**config.mk**
```make
export PLATFORM = sky130hd
export DESIGN_NAME = prg_bank_mapper
export DESIGN_NICKNAME = d
export VERILOG_FILES = /design/src/rtl/pbm_pkg.sv /design/src/rtl/pbm_slot_table.sv /design/src/rtl/pbm_ram_guard.sv /design/src/rtl/pbm_xlate.sv /design/src/rtl/prg_bank_mapper.sv
export SDC_FILE = /design/constraint.sdc
export NUM_CORES = 1
export LEC_CHECK = 0
export BUFFER_PORTS_ARGS = -buffer_cell sky130_fd_sc_hd__buf_4
export CAP_MARGIN = 10
export CORE_AREA = 2 2 122 154
export DETAILED_ROUTE_END_ITERATION = 16
export DIE_AREA = 0 0 124 156
export PLACE_DENSITY = 0.59
export SYNTH_ARGS = -nofsm -noshare
export SYNTH_HDL_FRONTEND = slang
export SYNTH_SLANG_ARGS = --single-unit
```
**constraint.sdc**
```tcl
create_clock -name clk -period 6.55 [get_ports clk]
set_clock_uncertainty 0.15 [all_clocks]
set_input_delay 1.31 -clock clk [delete_from_list [all_inputs] [get_ports clk]]
set_output_delay 1.31 -clock clk [all_outputs]
set_load 0.01 [all_outputs]
```
**src/rtl/pbm_pkg.sv**
```systemverilog
package pbm_pkg;
    localparam int SLOTS  = 16;
    localparam int SLOT_W = 4;
    localparam int OFF_W  = 12;

    typedef enum logic [2:0] {
        OP_NOP    = 3'd0,
        OP_MAP    = 3'd1,
        OP_KIND   = 3'd2,
        OP_EN_ALL = 3'd3,
        OP_WR_ALL = 3'd4,
        OP_EN_ONE = 3'd5,
        OP_WR_ONE = 3'd6,
        OP_RSVD   = 3'd7
    } pbm_op_e;
endpackage

```
**src/rtl/pbm_slot_table.sv**
```systemverilog
module pbm_slot_table
    import pbm_pkg::*;
#(
    parameter int IDX_W = 8
) (
    input  logic                        clk,
    input  logic                        rst_n,
    input  logic                        map_we,
    input  logic                        kind_we,
    input  logic [SLOT_W-1:0]           base_slot,
    input  logic [1:0]                  run_size,
    input  logic [IDX_W-1:0]            run_index,
    input  logic                        run_flag,
    output logic [SLOTS-1:0][IDX_W-1:0] slot_idx,
    output logic [SLOTS-1:0]            slot_ram
);
    logic [SLOT_W:0] run_len;
    assign run_len = (SLOT_W+1)'(1) << run_size;

    for (genvar s = 0; s < SLOTS; s++) begin : g_slot
        logic [SLOT_W:0] rel;
        logic            hit;
        logic [IDX_W-1:0] new_idx;

        // rel wraps past the run length when s is below the base slot
        assign rel     = (SLOT_W+1)'(s) - {1'b0, base_slot};
        assign hit     = (rel < run_len);
        assign new_idx = IDX_W'(run_index << run_size) + IDX_W'(rel);

        always_ff @(posedge clk or negedge rst_n) begin
            if (!rst_n) begin
                if (s >= 4 && s < 8) begin
                    slot_ram[s] <= 1'b1;
                    slot_idx[s] <= IDX_W'(s - 4);
                end else if (s >= 8) begin
                    slot_ram[s] <= 1'b0;
                    slot_idx[s] <= IDX_W'(s - 8);
                end else begin
                    slot_ram[s] <= 1'b0;
                    slot_idx[s] <= '0;
                end
            end else if (hit) begin
                if (map_we)  slot_idx[s] <= new_idx;
                if (kind_we) slot_ram[s] <= run_flag;
            end
        end
    end
endmodule

```
**src/rtl/pbm_ram_guard.sv**
```systemverilog
module pbm_ram_guard #(
    parameter int BANKS  = 4,
    parameter int BANK_W = 2
) (
    input  logic              clk,
    input  logic              rst_n,
    input  logic              en_all_we,
    input  logic              wr_all_we,
    input  logic              en_one_we,
    input  logic              wr_one_we,
    input  logic [BANK_W-1:0] bank_sel,
    input  logic              value,
    output logic [BANKS-1:0]  bank_en,
    output logic [BANKS-1:0]  bank_wr
);
    for (genvar b = 0; b < BANKS; b++) begin : g_bank
        logic picked;
        assign picked = (bank_sel == BANK_W'(b));

        always_ff @(posedge clk or negedge rst_n) begin
            if (!rst_n) begin
                bank_en[b] <= 1'b1;
                bank_wr[b] <= 1'b1;
            end else begin
                if (en_all_we || (en_one_we && picked)) bank_en[b] <= value;
                if (wr_all_we || (wr_one_we && picked)) bank_wr[b] <= value;
            end
        end
    end
endmodule

```
**src/rtl/pbm_xlate.sv**
```systemverilog
module pbm_xlate
    import pbm_pkg::*;
#(
    parameter int IDX_W     = 8,
    parameter int ROM_BW    = 5,
    parameter int RAM_BW    = 2,
    parameter int RAM_BANKS = 4
) (
    input  logic [15:0]                 cpu_addr,
    input  logic                        cpu_rd,
    input  logic                        cpu_wr,
    input  logic [SLOTS-1:0][IDX_W-1:0] slot_idx,
    input  logic [SLOTS-1:0]            slot_ram,
    input  logic [RAM_BANKS-1:0]        bank_en,
    input  logic [RAM_BANKS-1:0]        bank_wr,
    input  logic [7:0]                  rom_data,
    input  logic [7:0]                  ram_rdata,
    output logic [ROM_BW+OFF_W-1:0]     rom_addr,
    output logic [RAM_BW+OFF_W-1:0]     ram_addr,
    output logic                        rom_rd,
    output logic                        ram_rd,
    output logic                        ram_wr,
    output logic [7:0]                  cpu_rdata
);
    logic [SLOT_W-1:0] slot;
    logic [OFF_W-1:0]  offset;
    logic [IDX_W-1:0]  idx;
    logic [RAM_BW-1:0] rbank;
    logic              is_ram;
    logic              live;

    assign slot     = cpu_addr[15:12];
    assign offset   = cpu_addr[OFF_W-1:0];
    assign idx      = slot_idx[slot];
    assign is_ram   = slot_ram[slot];
    assign rbank    = idx[RAM_BW-1:0];
    assign live     = bank_en[rbank];

    assign rom_addr = {idx[ROM_BW-1:0], offset};
    assign ram_addr = {rbank, offset};
    assign rom_rd   = cpu_rd & ~is_ram;
    assign ram_rd   = cpu_rd & is_ram & live;
    assign ram_wr   = cpu_wr & is_ram & live & bank_wr[rbank];

    always_comb begin
        if (!is_ram)   cpu_rdata = rom_data;
        else if (live) cpu_rdata = ram_rdata;
        else           cpu_rdata = 8'h00;
    end
endmodule

```
**src/rtl/prg_bank_mapper.sv**
```systemverilog
module prg_bank_mapper
    import pbm_pkg::*;
#(
    parameter int ROM_BANKS = 32,
    parameter int RAM_BANKS = 4,
    parameter int IDX_W     = 8,
    localparam int ROM_BW   = $clog2(ROM_BANKS),
    localparam int RAM_BW   = $clog2(RAM_BANKS),
    localparam int ROM_AW   = ROM_BW + OFF_W,
    localparam int RAM_AW   = RAM_BW + OFF_W
) (
    input  logic              clk,
    input  logic              rst_n,
    input  logic [15:0]       cpu_addr,
    input  logic              cpu_rd,
    input  logic              cpu_wr,
    input  logic [7:0]        cpu_wdata,
    output logic [7:0]        cpu_rdata,
    output logic [ROM_AW-1:0] rom_addr,
    output logic              rom_rd,
    input  logic [7:0]        rom_data,
    output logic [RAM_AW-1:0] ram_addr,
    output logic              ram_rd,
    output logic              ram_wr,
    output logic [7:0]        ram_wdata,
    input  logic [7:0]        ram_rdata,
    input  logic              cmd_valid,
    input  logic [2:0]        cmd_op,
    input  logic [1:0]        cmd_size,
    input  logic [3:0]        cmd_slot,
    input  logic [IDX_W-1:0]  cmd_index,
    input  logic              cmd_flag
);
    pbm_op_e op;
    logic    map_we, kind_we, en_all_we, wr_all_we, en_one_we, wr_one_we;

    logic [SLOTS-1:0][IDX_W-1:0] slot_idx;
    logic [SLOTS-1:0]            slot_ram;
    logic [RAM_BANKS-1:0]        bank_en;
    logic [RAM_BANKS-1:0]        bank_wr;

    assign op = pbm_op_e'(cmd_op);

    always_comb begin
        map_we    = 1'b0;
        kind_we   = 1'b0;
        en_all_we = 1'b0;
        wr_all_we = 1'b0;
        en_one_we = 1'b0;
        wr_one_we = 1'b0;
        if (cmd_valid) begin
            unique case (op)
                OP_MAP:    map_we    = 1'b1;
                OP_KIND:   kind_we   = 1'b1;
                OP_EN_ALL: en_all_we = 1'b1;
                OP_WR_ALL: wr_all_we = 1'b1;
                OP_EN_ONE: en_one_we = 1'b1;
                OP_WR_ONE: wr_one_we = 1'b1;
                default:   ;
            endcase
        end
    end

    pbm_slot_table #(.IDX_W(IDX_W)) u_table (
        .clk       (clk),
        .rst_n     (rst_n),
        .map_we    (map_we),
        .kind_we   (kind_we),
        .base_slot (cmd_slot),
        .run_size  (cmd_size),
        .run_index (cmd_index),
        .run_flag  (cmd_flag),
        .slot_idx  (slot_idx),
        .slot_ram  (slot_ram)
    );

    pbm_ram_guard #(.BANKS(RAM_BANKS), .BANK_W(RAM_BW)) u_guard (
        .clk       (clk),
        .rst_n     (rst_n),
        .en_all_we (en_all_we),
        .wr_all_we (wr_all_we),
        .en_one_we (en_one_we),
        .wr_one_we (wr_one_we),
        .bank_sel  (cmd_index[RAM_BW-1:0]),
        .value     (cmd_flag),
        .bank_en   (bank_en),
        .bank_wr   (bank_wr)
    );

    pbm_xlate #(
        .IDX_W     (IDX_W),
        .ROM_BW    (ROM_BW),
        .RAM_BW    (RAM_BW),
        .RAM_BANKS (RAM_BANKS)
    ) u_xlate (
        .cpu_addr  (cpu_addr),
        .cpu_rd    (cpu_rd),
        .cpu_wr    (cpu_wr),
        .slot_idx  (slot_idx),
        .slot_ram  (slot_ram),
        .bank_en   (bank_en),
        .bank_wr   (bank_wr),
        .rom_data  (rom_data),
        .ram_rdata (ram_rdata),
        .rom_addr  (rom_addr),
        .ram_addr  (ram_addr),
        .rom_rd    (rom_rd),
        .ram_rd    (ram_rd),
        .ram_wr    (ram_wr),
        .cpu_rdata (cpu_rdata)
    );

    assign ram_wdata = cpu_wdata;
endmodule

```
==> reports/results.ini, run 1 <==
[grt]
grt_pass1_wl_um = 31500
grt_overflow_total = 0
grt_pass1_vias = 5635
grt_max_degree = 67
grt_usage_pct = 22.3
antenna_found_initial = 0

[placement]
dp.cells = 918
dp_hpwl_um = 15400
gp_congestion = 0.889
port_buffers = 57

[logic_synthesis]
syn-cell-area_mm2 = 0.00776
yosys.area.top_type = dfrtp_1
syn_inst = 686
ys_seq_area_share_pct = 34.0
syn_area_per_cell_um2 = 11.3
yosys_register_bits = 104
ys_types = 51
synth_edf_count = 0
netlist.area_leader.share_pct = 24.5
yosysWarningCount = 0
synth_ff_type = dfrtp_1
synth.net_count = 827
synth_async_sr_flop_share_pct = 100
synthTopCellsByArea = dfrtp_1, ha_1, dfstp_2

[worst_setup_path]
crit_family = multiplexers
r2r_cells = 1
worstPathRequired_ns = 5.09
crit_path_end_kind = primary output
r2r-start = u_table.slot_idx[115]$_DFFE_PN0P_
crit_type = in2out
critical_path.cell_chain = buf_4 > mux2i_1 > o221ai_1 > o22ai_1 > nor2_1 > mux2_2 > a2111oi_2 > buf_4
crit_path_max_incr_delay_ns = 0.51
r2r-end = u_table.slot_idx[115]$_DFFE_PN0P_
crit_path_frequent_cell = buf_4
crit_fanout = 27
crit_slowest_cell = nor2_1
rrSetupSlack_ns = 5.61
critPathLaunchType = primary input
cp.arrival_ns = 3.76
crit_buf_inv = 2

[sta]
min_period_over_period_pct = 79.6
slew_violations = 0
clock.fmax_mhz = 192
rsz0062_at_grt = no
worst_pin_slew_ns = 0.975
relSlewSlack_pct = 34.8
fin_crit_ns = 5.22
setup_violations = 0
hold_viol = 0
tns_ns = 0

[cells_and_area]
drive_gt1_share_pct = 31.6
instances_no_fill = 934
n_antenna_cell = 0
n_fill_cell = 1658
syn_to_final_growth_pct = 8.55
nets = 842

[clock_network]
clk_pin_slew_ns = 0.07
tritoncts = done
numCtsBuffers = 9
cts_sinks = 104
htreeDepth = 3
cts.repair.resized = 0
post_cts_buffers = 0
postCtsHoldBufs = 0
root_buffer = clkbuf_16
clkLatencyLatePin_ns = 0.35
clockBufferDepth = 2

[floorplan]
core_area_mm2 = 0.0179
die_y_um = 156
pin_count = 113
dieWidth_um = 124
die-area_mm2 = 0.0193
placement_rows = 55
start_util_pct = 43.4

[detailed_routing]
drt-wirelength-per-cell_um = 22.0
drt-total-wl_um = 20500
via_count = 5303
drc = 0
ant_nets = 0
firstDrtPassIters = 4
drt-vias-per-instance = 5.68
first_iter_violations = 309

[job]
drv_cap = 0

[status]
outcome = completed

[hold_path]
hold_end = u_table.slot_idx[20]$_DFFE_PN0P_
hp-class = reg2reg
min_path_cells = 2
min_from = u_table.slot_idx[20]$_DFFE_PN0P_

[power]
irDropWorstVdd_mv = 0.128
powerDensity_mw_per_mm2 = 277
cellLeakagePower_nw = 3.85

## Yosys cell counts (2+ instances only)
cell and instances:
or2_1 2, inv_1 30, o21ai_0 30, o221ai_1 2, a2111oi_4 2, nor2b_1 4, mux4_2 25, a2111o_1 5
nand2b_1 4, mux2i_1 13, o21bai_1 5, dfrtp_1 76, buf_2 5, a2111oi_2 2, xnor2_1 47, buf_6 2
nand3_1 3, nor2_1 16, dfstp_2 28, o22ai_1 3, ha_1 73, nand2_1 55, mux2_2 64, mux2_4 20
a21o_1 20, clkbuf_1 11, a31oi_1 2, or2_2 4, xor2_1 19, a21oi_1 44, and2_1 2, a21boi_0 2
clkinv_1 2, a211oi_1 2, a2111oi_0 7, fa_1 5, buf_4 36
## layer usage
layer	vias up	share of wire, %	GRT usage (%)
met5	-	0	0
met2	127	50	37.4
met4	0	3.9	9.47
met1	2694	41	27.1
met3	42	5.1	5.63
li1	2440	-	-
## through the flow
stage          total power (W)  setup slack [ns]  hold WS [ns]  utilization (%)  cell area, µm²
6_report               0.00233              1.33         0.334             47.1            8420
5_1_grt                0.00247              1.11         0.366             47.1            8420
4_1_cts                0.00235              1.28         0.334             47.1            8420
3_5_place_dp           0.00179              1.28         0.319             45.4            8120
3_3_place_gp           0.00176              1.35         0.309             45.4            8120
2_1_floorplan          0.00156              1.88         0.295                -            7760
## power by group
part	total [W]	internal (W)	switching (W)
Combinational	0.000807	0.000428	0.000378
Sequential	0.000976	0.000869	0.000106
Clock	0.000548	0.000305	0.000243
## cells in the final DEF (no fill, tap or decap), types with 19 or more instances in the layout
master | netlist | layout
a21oi_1 | 44 | 44
dfrtp_1 | 76 | 76
inv_1 | 30 | 30
nand2_1 | 55 | 55
dfstp_2 | 28 | 28
buf_4 | 36 | 59
mux2_2 | 64 | 64
mux2_4 | 20 | 20
a21o_1 | 20 | 20
xnor2_1 | 47 | 47
ha_1 | 73 | 73
xor2_1 | 19 | 19
o21ai_0 | 30 | 30
mux4_2 | 25 | 25
## worst max path at each step
| stage | start | endpoint | cells past startpoint |
|---|---|---|---|
| floorplan | cpu_addr[12] | ram_wr | 8 |
| global placement | cpu_addr[12] | ram_wr | 8 |
| detailed placement | cpu_addr[12] | ram_wr | 8 |
| CTS | cpu_addr[12] | ram_wr | 8 |
| global route | cpu_addr[12] | ram_wr | 8 |
| finish | cpu_addr[12] | ram_wr | 8 |
## sequential cells by signal, indices dropped and copies added, names as in the netlist
name	flops
u_guard.bank_en	4
u_table.slot_ram	16
u_guard.bank_wr	4
u_table.slot_idx	80
## tightest hold or removal path, stage by stage, from the launching register on
cell and delay, ns:
dfrtp_1 0.34, nand2_1 0.05, o21ai_0 0.06
## cell type report
class	instances	area, µm²	area share, %
Sequential cell	104	2640	31.3
Clock buffer	10	239	2.84
Multi-Input combinational cell	495	4640	55.1
Clock inverter	6	58.8	0.698
Timing Repair Buffer	59	443	5.26
Inverter	32	120	1.43
Tap cell	228	285	3.39
## cell families after synthesis
group	share of synthesized area, %
muxes	22.1
adders and majority gates	13.1
and+or+nand+nor	5.37
xor gates and xnor gates	7.45
buffers and inverters	6.23
DFF	34.0
AOI/OAI and AO/OA	11.8
Note: power is estimated with default switching activity, not from simulation.
==> inputs of run 2 (changes only) <==
==> constraint.sdc (replaced) <==
create_clock -name clk -period 5.3 [get_ports clk]
set_clock_uncertainty 0.15 [all_clocks]
set_input_delay 1.06 -clock clk [delete_from_list [all_inputs] [get_ports clk]]
set_output_delay 1.06 -clock clk [all_outputs]
set_load 0.01 [all_outputs]
==> reports/results.ini, run 2 (same netlist as run 1, synthesis figures left out) <==
[clock_network]
clk_pin_slew_ns = 0.06
htreeDepth = 3
tritoncts = done
post_cts_buffers = 0
numCtsBuffers = 9
clockBufferDepth = 2
postCtsHoldBufs = 0
cts.repair.resized = 0
root_buffer = clkbuf_16
clkLatencyLatePin_ns = 0.36
cts_sinks = 104

[worst_setup_path]
crit_path_frequent_cell = buf_4
crit_path_max_incr_delay_ns = 0.49
crit_fanout = 15
critical_path.cell_chain = buf_4 > buf_4 > mux4_2 > o22ai_1 > nor2_1 > mux2_2 > a2111oi_2 > buf_4
crit_slowest_cell = mux2_2
critPathLaunchType = primary input
crit_type = in2out
crit_path_end_kind = primary output
worstPathRequired_ns = 4.09
cp.arrival_ns = 3.39

[sta]
min_period_over_period_pct = 86.8
worst_slack_ns = 0.701
fin_crit_ns = 4.60
slew_violations = 0
setup_violations = 0
clock.fmax_mhz = 217
tns_ns = 0
hold_viol = 0
rsz0062_at_grt = no
worst_pin_slew_ns = 0.991
relSlewSlack_pct = 32.2

[detailed_routing]
via_count = 5278
firstDrtPassIters = 4
ant_nets = 0
drt-total-wl_um = 20300
first_iter_violations = 280
drt-vias-per-instance = 5.63
drt-wirelength-per-cell_um = 21.7
drc = 0

[placement]
dp_hpwl_um = 15600
pre_cts_slack_ns = 0.593
gp_congestion = 0.936
port_buffers = 57
dp.cells = 922

[power]
powerDensity_mw_per_mm2 = 337
cellLeakagePower_nw = 3.85
irDropWorstVdd_mv = 0.150

[floorplan]
core_area_mm2 = 0.0179
start_util_pct = 43.4
placement_rows = 55
die-area_mm2 = 0.0193
die_y_um = 156
dieWidth_um = 124
pin_count = 113

[cells_and_area]
layout_common_cells = dfrtp_1, ha_1, mux2_2
reg.largest.list = u_table.slot_idx: 80 flops, u_table.slot_ram: 16 flops
final_common_cell = dfrtp_1
n_antenna_cell = 0
largest_register_ffs = 80
nets = 846
instances_no_fill = 938
drive_gt1_share_pct = 31.8
largest_register = u_table.slot_idx
syn_to_final_growth_pct = 8.77

[grt]
antenna_found_initial = 0
grt_max_degree = 72
grt_usage_pct = 22.2
grt_pass1_wl_um = 31600
grt_overflow_total = 0
grt_pass1_vias = 5581

[hold_path]
hp-class = reg2reg

[status]
outcome = completed

[job]
drv_cap = 0

run 2: cell count changes in the layout (fill, tap and decap cells not counted):
| cell | before | now |
|---|---|---|
| clkbuf_8 | 1 | 2 |
| clkbuf_1 | 0 | 1 |
| clkinv_2 | 4 | 1 |
| buf_4 | 59 | 63 |
| bufinv_16 | 1 | 0 |
| clkinvlp_4 | 0 | 2 |
run 2: final timing paths:
kind                                             startpoint                           endpoint  slack [ns]  cells after the start
setup reg to reg           u_table.slot_idx[17]$_DFFE_PN0P_   u_table.slot_idx[17]$_DFFE_PN0P_        4.38                      1
max in group asynchronous                             rst_n  u_table.slot_idx[120]$_DFFE_PN1P_        3.27                      2
min in group asynchronous                             rst_n  u_table.slot_idx[115]$_DFFE_PN0P_        0.66                      1
setup / recovery                               cpu_addr[12]                             ram_wr        0.70                      8
hold reg to reg             u_table.slot_idx[4]$_DFFE_PN0P_    u_table.slot_idx[4]$_DFFE_PN0P_        0.34                      2
hold / removal              u_table.slot_idx[4]$_DFFE_PN0P_    u_table.slot_idx[4]$_DFFE_PN0P_        0.34                      2
run 2: stage by stage:
step	instance area [µm²]	util (%)	total power, W	hold slack [ns]
2_1_floorplan	7760	-	0.00193	0.295
3_5_place_dp	8150	45.6	0.00222	0.319
5_1_grt	8440	47.2	0.00302	0.363
6_report	8440	47.2	0.00285	0.337
4_1_cts	8440	47.2	0.00287	0.334
3_3_place_gp	8150	45.6	0.00218	0.307
run 2: worst max-delay path, delay by kind of cell:
kind | cells | cell delay, ns
buffers and inverters | 3 | 0.80
muxes | 2 | 0.78
and+or+nand+nor | 1 | 0.45
AOI/OAI and AO/OA | 2 | 0.30
run 2: layout make-up:
cell class	instances	area [µm²]
fillers	1663	9450
multi-input cells	495	4640
flip-flops and latches	104	2640
repair buffers	63	473
well taps	228	285
clock buffers	12	256
inverters	32	120
clock inverters	4	28.8
run 2: power by group:
group	leakage [nW]	switching, W	internal [W]
combinational	2.45	0.000472	0.000532
clock	0.135	0.000297	0.000345
sequential	1.27	0.000128	0.00107
total	3.85	0.000896	0.00195
run 2: per-layer routing:
| layer | vias up | share of wire [%] | global-route usage [%] |
|---|---|---|---|
| li1 | 2467 | - | - |
| met1 | 2655 | 42 | 28.3 |
| met2 | 118 | 50 | 36.4 |
| met3 | 38 | 4.5 | 3.47 |
| met4 | 0 | 4.2 | 10.6 |
| met5 | - | 0 | 0 |
